$ cat config.mk
export PLATFORM = sky130hd
export DESIGN_NAME = mul_shift_add
export DESIGN_NICKNAME = d
export VERILOG_FILES = /design/src/rtl/mul_sa_pkg.sv /design/src/rtl/mul_sa_adder.sv /design/src/rtl/mul_sa_ctrl.sv /design/src/rtl/mul_sa_datapath.sv /design/src/rtl/mul_shift_add.sv
export SDC_FILE = /design/constraint.sdc
export NUM_CORES = 1
export LEC_CHECK = 0
export BUFFER_PORTS_ARGS = -buffer_cell sky130_fd_sc_hd__buf_2
export CORE_AREA = 2 2 113 115
export DETAILED_ROUTE_END_ITERATION = 12
export DIE_AREA = 0 0 115 117
export GPL_ROUTABILITY_DRIVEN = 0
export PLACE_DENSITY = 0.87
export SLEW_MARGIN = 10
export SYNTH_ARGS = -nofsm -noshare
export SYNTH_HDL_FRONTEND = slang
export SYNTH_SLANG_ARGS = --single-unit
$ cat constraint.sdc
create_clock -name clk -period 2.7 [get_ports clk]
set_clock_uncertainty 0.15 [all_clocks]
set_input_delay 0 -clock clk [delete_from_list [all_inputs] [get_ports clk]]
set_output_delay 0 -clock clk [all_outputs]
set_load 0.02 [all_outputs]
$ cat src/rtl/mul_sa_pkg.sv
package mul_sa_pkg;
  typedef enum logic {
    ST_IDLE = 1'b0,
    ST_RUN  = 1'b1
  } mul_state_e;
endpackage

$ cat src/rtl/mul_sa_adder.sv
module mul_sa_adder #(
  parameter int W = 32
) (
  input  logic [W-1:0] acc,
  input  logic [W-1:0] addend,
  input  logic         add_en,
  output logic [W:0]   sum
);
  logic [W-1:0] gated;

  always_comb begin
    gated = add_en ? addend : '0;
    sum   = {1'b0, acc} + {1'b0, gated};
  end
endmodule

$ cat src/rtl/mul_sa_ctrl.sv
module mul_sa_ctrl #(
  parameter int W = 32
) (
  input  logic clk,
  input  logic rst,
  input  logic take,
  output logic step,
  output logic busy,
  output logic done
);
  import mul_sa_pkg::*;

  localparam int CW = (W > 1) ? $clog2(W) : 1;
  localparam logic [CW-1:0] LAST = CW'(W - 1);

  mul_state_e    state;
  logic [CW-1:0] iter;

  assign busy = (state == ST_RUN);
  assign step = busy;

  always_ff @(posedge clk) begin
    if (rst) begin
      state <= ST_IDLE;
      iter  <= '0;
      done  <= 1'b0;
    end else begin
      done <= 1'b0;
      case (state)
        ST_IDLE: begin
          if (take) begin
            state <= ST_RUN;
            iter  <= '0;
          end
        end
        ST_RUN: begin
          if (iter == LAST) begin
            state <= ST_IDLE;
            done  <= 1'b1;
          end else begin
            iter <= iter + 1'b1;
          end
        end
        default: state <= ST_IDLE;
      endcase
    end
  end
endmodule

$ cat src/rtl/mul_sa_datapath.sv
module mul_sa_datapath #(
  parameter int W = 32
) (
  input  logic           clk,
  input  logic           rst,
  input  logic           load,
  input  logic           step,
  input  logic [W-1:0]   op_a,
  input  logic [W-1:0]   op_b,
  output logic [2*W-1:0] prod_q
);
  logic [W-1:0] mcand_q;
  logic [W:0]   sum;

  mul_sa_adder #(.W(W)) u_adder (
    .acc    (prod_q[2*W-1:W]),
    .addend (mcand_q),
    .add_en (prod_q[0]),
    .sum    (sum)
  );

  always_ff @(posedge clk) begin
    if (rst) begin
      prod_q  <= '0;
      mcand_q <= '0;
    end else if (load) begin
      prod_q  <= {{W{1'b0}}, op_b};
      mcand_q <= op_a;
    end else if (step) begin
      prod_q <= {sum, prod_q[W-1:1]};
    end
  end
endmodule

$ cat src/rtl/mul_shift_add.sv
module mul_shift_add #(
  parameter int W = 32
) (
  input  logic           clk,
  input  logic           rst,
  input  logic           in_valid,
  output logic           in_ready,
  input  logic [W-1:0]   op_a,
  input  logic [W-1:0]   op_b,
  output logic           busy,
  output logic           done,
  output logic [2*W-1:0] product
);
  logic take;
  logic step;
  logic busy_i;

  assign in_ready = ~busy_i;
  assign take     = in_valid & ~busy_i;
  assign busy     = busy_i;

  mul_sa_ctrl #(.W(W)) u_ctrl (
    .clk  (clk),
    .rst  (rst),
    .take (take),
    .step (step),
    .busy (busy_i),
    .done (done)
  );

  mul_sa_datapath #(.W(W)) u_dp (
    .clk    (clk),
    .rst    (rst),
    .load   (take),
    .step   (step),
    .op_a   (op_a),
    .op_b   (op_b),
    .prod_q (product)
  );
endmodule

# Word-level counts from Yosys, hierarchy flattened
# Index checks and enable logic that the tools add are counted.
dict set report totals {
  reg_bits 103
  in_bits 67
  wordCells 27
}
dict set report classes {
  addsub 2
  eq_ne 3
  muxes 10
  n_bitwise 2
  n_reduce_logical 4
}
# op n
set op_table {}
lappend op_table {{32-bit 2-to-1 mux} 3}
lappend op_table {{32-bit by 32-bit adder with 33-bit output} 1}
lappend op_table {{5-bit 2-to-1 mux} 2}
lappend op_table {{5-bit one-hot mux with 2 select lines} 1}
lappend op_table {{5-bit by 1-bit adder with 5-bit output, second input constant} 1}
lappend op_table {{5-bit equality test, second input constant} 1}
lappend op_table {{2-bit OR reduction} 2}
lappend op_table {{1-bit 2-to-1 mux} 3}
lappend op_table {{2-bit by 1-bit != test with 1-bit output, second input constant} 1}
lappend op_table {{2-bit != test, second input constant} 1}
lappend op_table {{1-bit one-hot mux with 2 select lines} 1}
lappend op_table {{2-bit AND reduction} 1}
lappend op_table {{2-bit nonzero test} 1}
lappend op_table {{1-bit AND} 1}
lappend op_table {{1-bit inverter} 1}

# Longest topological paths before layout
# Gate-level depths: netlist of the first run.
dict set report depth {
  depth_word 4
  ltp_mapped 11
}

# Modules after synthesis
# Synthesis of the first run repeated with hierarchy kept, for this count alone.
dict set report unflattened {
  hier_cells 653
  hier_area_um2 6114.6
}
# mod n_inst cells_per_inst area_per_inst_um2
set modules_own_cells {}
lappend modules_own_cells {mul_sa_datapath 1 350 3811.2}
lappend modules_own_cells {mul_sa_adder 1 264 1954.4}
lappend modules_own_cells {mul_sa_ctrl 1 37 339.1}
lappend modules_own_cells {mul_shift_add 1 2 10.0}

# Least setup slack after synthesis of the first run
# Ideal clock, no wire load.
dict set report synth_path {
  kind {reg-to-reg}
  start {register u_dp.prod_q[0]}
  end {register u_dp.prod_q[59]}
  arrival_time_ps 2455
  required_time_ps 2433
  setup_slack_ps -23
  path_stages_with_launch 12
  n_path_buf 1
  cell_sequence {dfxtp_1 > clkbuf_1 > and2_1 > ha_1 > fa_1 > a21o_1 > nand4_2 > a211oi_2 > o21ai_2 > a31oi_1 > or3_1 > a32o_1}
}
dict set report synth_between {
  elab_chain_cells 2
}
# element line
set synth_lines {}
lappend synth_lines {{from (decl)} mul_sa_datapath.sv:10} ;# output logic [2*W-1:0] prod_q
lappend synth_lines {{from (signal assigned)} mul_sa_datapath.sv:27} ;# prod_q <= {{W{1'b0}}, op_b};
lappend synth_lines {{from (signal assigned)} mul_sa_datapath.sv:30} ;# prod_q <= {sum, prod_q[W-1:1]};
lappend synth_lines {{32-bit 2-to-1 mux} mul_sa_adder.sv:12} ;# gated = add_en ? addend : '0;
lappend synth_lines {{32-bit by 32-bit adder with 33-bit output} mul_sa_adder.sv:13} ;# sum = {1'b0, acc} + {1'b0, gated};
# Every way passes these cells.
# A chain may end at the register's enable or synchronous reset.

# Worst setup path in the final report of the first run
# Same ends and word-level chain as after synthesis.

==> results.cfg, run 1 <==
[detailed_routing]
drt_wl_total_mm = 19.76
wl_per_cell_um = 17.38
postRouteAntennaNets = 0
dr.first_iter.drc_count = 302
via_count = 6461
remaining_drc_errors = 0
via_per_inst = 5.682
dr.pass1.iters = 5

[clock_network]
htree_levels = 3
cts_tree = done
clk_pin_slew_ns = 0.08
clock_path_buffers = 2
clkLatencyLatePin_ns = 0.37
cts.sinks = 103
root_buffer = clkbuf_16
cts_buffers = 9

[pwr]
p_leak_nw = 4.045
power_density_nw_per_um2 = 409.3
ir_worst_vdd_mv = 0.4196

[timing]
rsz0062_at_grt = yes
fin_crit_ns = 2.735
setup_violations = 1
max_freq_mhz = 365.7
slew_violations = 0
worst_pin_slew_ns = 0.8309
fin_ws_ns = -0.03485
timing.slew.headroom = 0.4454
hold_violations = 0
finalCritPeriodShare = 1.013
fin_setup_tns_ns = -0.03485
hold_ws_ns = 0.1431

[critical_path]
r2r_start = u_dp.prod_q[0]
setup.worst_path.end_class = register
critPathKind = reg -> reg
startpoint_type = register
cp.arrival_ns = 2.84
setup.worst_path.start = u_dp.prod_q[0]
worstPathRequired_ns = 2.81
cp_max_fo = 20

[placed_design]
detailedPlacementHpwl_mm = 11.65
portBuffers = 133

[floorplanning]
die_w_um = 115
fp-row-count = 41
core_um2 = 12310
io_pins = 134
start_util = 0.4908
die_y_um = 117
dieArea_um2 = 13460

[hold_path]
hold_path.class = in -> reg
hold_path.startpoint = rst

[cells_and_area]
area_delta_synth_final_pct = 41.27
diodes = 0
multi_input_area_um2 = 4099
fillers = 837
nNetsFinal = 1084
seqCellArea_um2 = 2069
final_layout_size_suffix_gt1_frac = 0.2746

[grt]
grt_pass1_wl_mm = 29.74
grt.total_usage = 0.2784
grt-ovfl-total = 0
antenna_found_initial = 0
grt_max_degree = 61
grt_pass1_vias = 6279

[synthesis]
synth.distinct_cells = 59
synthCells = 758
synthArstFlopShare = 0
synth_area_per_cell_um2 = 7.971
synth_fp_nets = 860
synth_warnings = 0
synth_ff_type = dfxtp_1
netlist_area_um2 = 6042
yosysSeqAreaShare = 0.3413
ys_ff_latch = 103
synth_edf_count = 0

[run_status]
status = finished with violations
failed_checks = setup timing

[job]
cap_violations = 0
==> worst paths after layout <==
check	to	slack, ns	depth (start not counted)
worst max register to register	u_dp.prod_q[59]	-0.03	11
worst min-delay path	u_dp.prod_q[63]	0.14	4
worst min register to register	u_dp.mcand_q[24]	0.30	2
worst max-delay path	u_dp.prod_q[59]	-0.03	11
==> cells by family after synthesis <==
family	Yosys count	synth area share
compound gates	202	0.2131
xor+xnor	23	0.03334
fa+ha+maj	35	0.07372
buf+inv	58	0.04018
flops	103	0.3413
mux	47	0.07848
simple gates	290	0.2199
==> metrics by stage <==
stage / std cells / utilization / area, um2 / worst slack (ns) / total power, mW
after CTS: 1135 / 0.6651 / 8189 / -0.007364 / 3.454
final: 1137 / 0.6933 / 8536 / -0.03485 / 3.494
after detailed placement: 1041 / 0.5758 / 7089 / -0.09020 / 2.103
after floorplan: 758 / - / 6052 / 0.0003546 / 1.940
after global placement: 1041 / 0.5758 / 7089 / -0.03825 / 2.090
after global routing: 1137 / 0.6933 / 8536 / -0.1457 / 3.619
==> worst max-delay path, stage by stage (launching register included) <==
cell	delay, ns
dfxtp_4	0.37
buf_12	0.15
and2_1	0.16
ha_2	0.39
nand3_1	0.11
or3_1	0.42
nor2_2	0.12
o21ai_2	0.08
a31oi_2	0.17
buf_4	0.15
o21ai_0	0.07
a32o_1	0.27
==> power breakdown <==
part           internal, mW  total [mW]  switching (mW)
Sequential             1.58        1.63          0.0527
Combinational         0.252       0.557           0.306
Clock                 0.662        1.30           0.640
Total                  2.50        3.49           0.998
==> cells in the final DEF, fill, tap and decap left out, drive strengths merged, types with 4 or more instances in the layout <==
cell type / synthesis / routed
or3: 7 / 7
a211oi: 8 / 8
xnor2: 14 / 14
nor3b: 4 / 4
nor2: 105 / 105
ha: 34 / 34
o21a: 5 / 5
inv: 7 / 9
nor2b: 5 / 5
o21ai: 29 / 29
buf: 15 / 189
a21oi: 102 / 102
o211ai: 7 / 7
mux2i: 44 / 44
nand4: 9 / 9
dlygate4sd3: 0 / 75
a21o: 27 / 27
nand2: 99 / 99
xor2: 9 / 9
and2: 37 / 37
a32o: 4 / 4
nor3: 4 / 4
dfxtp: 103 / 103
clkbuf: 36 / 11
and3: 7 / 7
nand3: 8 / 8
==> timing repair <==
item                       4_1_cts  5_1_grt
hold buffers                    75        0
setup buffers                    3        3
setup endpoints to repair        9       20
pin swaps                        7       32
hold endpoints to repair        64        0
gates resized for setup         10       58
==> final cells by class <==
class,count,area share
flip-flops and latches,103,0.2425
clock buffers,11,0.02844
repair buffers,264,0.2190
multi-input cells,597,0.4802
clock inverters,5,0.004837
inverters,7,0.003078
well taps,150,0.02199
==> cells in the mapped netlist (all sizes together), types with 2 or more instances <==
| cell type | count | share of area |
|---|---|---|
| a32o | 4 | 0.0066 |
| nor2b | 5 | 0.0052 |
| nor2 | 105 | 0.066 |
| nor3b | 4 | 0.0050 |
| nand2 | 99 | 0.062 |
| ha | 34 | 0.070 |
| clkbuf | 36 | 0.022 |
| a21o | 27 | 0.034 |
| a311oi | 3 | 0.0054 |
| o21ai | 29 | 0.025 |
| o31ai | 3 | 0.0037 |
| or2 | 2 | 0.0021 |
| inv | 7 | 0.0043 |
| dfxtp | 103 | 0.34 |
| nand3 | 8 | 0.0066 |
| mux2 | 3 | 0.0056 |
| and2 | 37 | 0.039 |
| nand4 | 9 | 0.011 |
| a31oi | 3 | 0.0031 |
| o21bai | 2 | 0.0025 |
| or3 | 7 | 0.0072 |
| o21a | 5 | 0.0062 |
| o221ai | 2 | 0.0039 |
| buf | 15 | 0.013 |
| and3 | 7 | 0.0075 |
| nor3 | 4 | 0.0033 |
| a21oi | 102 | 0.089 |
| a211oi | 8 | 0.011 |
| xnor2 | 14 | 0.020 |
| a2111oi | 2 | 0.0060 |
| xor2 | 9 | 0.013 |
| mux2i | 44 | 0.073 |
| o211ai | 7 | 0.0095 |
==> registers in the layout (all words and copies together) (netlist names) <==
name          count
u_ctrl.iter       5
u_ctrl.busy       1
u_dp.prod_q      64
u_ctrl.done       1
u_dp.mcand_q     32
==> routing by layer <==
metal | vias to the layer above | global-route usage | part of all wire
met1 | 3033 | 0.3182 | 0.39
met5 | - | 0 | 0
met2 | 287 | 0.4965 | 0.51
met3 | 59 | 0.06643 | 0.070
li1 | 3082 | - | -
met4 | 0 | 0.1229 | 0.034
(Power assumes the default switching activity.)
==> run 2, diff against run 1 <==
--- a/config.mk
+++ b/config.mk
@@ -5,7 +5,7 @@
 export SDC_FILE = /design/constraint.sdc
 export NUM_CORES = 1
 export LEC_CHECK = 0
-export BUFFER_PORTS_ARGS = -buffer_cell sky130_fd_sc_hd__buf_2
+export BUFFER_PORTS_ARGS = -buffer_cell sky130_fd_sc_hd__buf_4
 export CORE_AREA = 2 2 113 115
 export DETAILED_ROUTE_END_ITERATION = 12
 export DIE_AREA = 0 0 115 117
==> run 2 against run 1 <==
Critical path depth is 1 lower. First-iteration DRC count increased by 32%. Global-route usage down 0.29 points. Sequential power hardly changed. Largest power group unchanged. Sequential share of layout area is 0.63 points lower. The flow still finishes with violations (setup timing). Power increased by 0.69%. Combinational power increased by 7.9%. Setup slack worse by 0.0091 ns. Critical path type unchanged. Maximum frequency fell by 0.33%. Via count decreased by 0.36%. Worst hold slack lost 0.097 ns. Core utilization is 1.8 points higher.
==> results.cfg, run 2 (synthesized netlist as in run 1, its figures left out) <==
[timing]
worst_pin_slew_ns = 0.9738
fin_crit_ns = 2.744
fin_setup_tns_ns = -0.09528
setup_violations = 3
finalCritPeriodShare = 1.016
rsz0062_at_grt = yes
fin_ws_ns = -0.04395
max_freq_mhz = 364.4
slew_violations = 0
timing.slew.headroom = 0.3508
hold_violations = 0

[run_status]
failed_checks = setup timing
status = finished with violations

[hold_path]
hold_path.class = in -> reg
hold_path.startpoint = in_valid
hold_path_end = u_dp.mcand_q[5]
holdPathStages = 4

[cells_and_area]
mostFrequentLayoutCells = buf_4, nor2_1, dfxtp_1, nand2_1, a21oi_1
largest-register = u_dp.prod_q
nNetsFinal = 1086
reg_top3 = u_dp.prod_q x64, u_dp.mcand_q x32, u_ctrl.iter x5
final_layout_size_suffix_gt1_frac = 0.2609
largest_reg_flops = 64
layout_commonest_cell = buf_4
diodes = 0
area_delta_synth_final_pct = 44.87

[floorplanning]
die_y_um = 117
start_util = 0.4908
core_um2 = 12310
die_w_um = 115
dieArea_um2 = 13460
fp-row-count = 41
io_pins = 134

[clock_network]
cts_tree = done
htree_levels = 3
clock_path_buffers = 2
cts.sinks = 103
root_buffer = clkbuf_16
cts_buffers = 9
clkLatencyLatePin_ns = 0.36
clk_pin_slew_ns = 0.07

[critical_path]
r2r_start = u_dp.prod_q[0]
rr_endpoint = u_dp.prod_q[57]
r2r_slack_ns = -0.04
worstPathRequired_ns = 2.81
startpoint_type = register
setup.worst_path.end_class = register
r2r_cells = 10
cp_max_fo = 32
cp.arrival_ns = 2.85
critPathKind = reg -> reg

[detailed_routing]
wl_per_cell_um = 16.51
via_per_inst = 5.652
drt_wl_total_mm = 18.81
dr.first_iter.drc_count = 398
dr.pass1.iters = 5
remaining_drc_errors = 0
postRouteAntennaNets = 0
via_count = 6438

[placed_design]
pre_cts_ws_ns = -0.1301
detailedPlacementHpwl_mm = 11.93
portBuffers = 133

[grt]
grt.total_usage = 0.2755
grt_pass1_vias = 6398
antenna_found_initial = 0
grt_max_degree = 96
grt-ovfl-total = 0
grt_pass1_wl_mm = 29.48

[job]
cap_violations = 0

[pwr]
ir_worst_vdd_mv = 0.4050
p_leak_nw = 4.113
power_density_nw_per_um2 = 401.9
run 2: cell types whose count changed in the layout (fill, tap and decap cells not counted), sizes merged:
cell	change
buf	+1
clkinvlp	-1
dlygate4sd3	+1
inv	+1
run 2: report_power, final:
group | switching, mW | leakage (nW) | internal (mW)
sequential | 0.0506 | 0.841 | 1.58
combinational | 0.306 | 3.13 | 0.294
clock | 0.623 | 0.141 | 0.662
total | 0.980 | 4.11 | 2.54
run 2: how the worst max path moves through the flow:
| stage | startpoint | to | slack, ns | cells past startpoint |
|---|---|---|---|---|
| 2_1_floorplan | u_dp.prod_q[0] | u_dp.prod_q[59] | 0.0004 | 11 |
| 3_3_place_gp | u_dp.prod_q[0] | u_dp.prod_q[59] | -0.07 | 11 |
| 3_5_place_dp | u_dp.prod_q[0] | u_dp.prod_q[59] | -0.13 | 11 |
| 4_1_cts | u_dp.prod_q[0] | u_dp.prod_q[59] | -0.008 | 11 |
| 5_1_grt | u_dp.prod_q[0] | u_dp.prod_q[57] | -0.15 | 10 |
| 6_report | u_dp.prod_q[0] | u_dp.prod_q[57] | -0.04 | 10 |
run 2: metal layers:
metal | share of wire | up-vias | global-route usage
met3 | 0.072 | 88 | 0.07209
met2 | 0.49 | 280 | 0.4859
li1 | - | 3086 | -
met5 | 0 | - | 0
met4 | 0.048 | 0 | 0.1590
met1 | 0.39 | 2984 | 0.3005
run 2: stage by stage:
step | hold slack [ns] | std cells | utilization | power, mW | area, um2
global route | 0.06576 | 1139 | 0.7110 | 3.650 | 8753
global placement | 0.09839 | 1042 | 0.6035 | 2.137 | 7430
detailed placement | 0.1086 | 1042 | 0.6035 | 2.153 | 7430
CTS | 0.02719 | 1136 | 0.6944 | 3.516 | 8549
floorplan | -0.01404 | 758 | - | 1.940 | 6052
finish | 0.04626 | 1139 | 0.7110 | 3.518 | 8753
run 2: final cells by class:
class	instances	area, um2
inverters	7	26.28
flip-flops and latches	103	2067
repair buffers	266	2207
clock buffers	11	242.7
fillers	855	3558
multi-input cells	597	3983
well taps	150	187.7
clock inverters	5	40.04
run 2: what timing repair did:
action	4_1_cts	5_1_grt
hold buffers	76	0
setup buffers	2	3
gates resized for setup	11	33
setup endpoints to repair	8	20
pin swaps	8	19
gates cloned	0	0
endpoints found under the hold margin	68	0
run 2: worst max-delay path: stages (launching register included):
cell and delay [ns]:
dfxtp_2 0.34, buf_12 0.16, and2_1 0.16, ha_1 0.35, a21o_1 0.20, a21oi_1 0.21, o21ai_0 0.17, a21oi_2 0.24
a21oi_1 0.10, or3_1 0.31, a32o_1 0.24
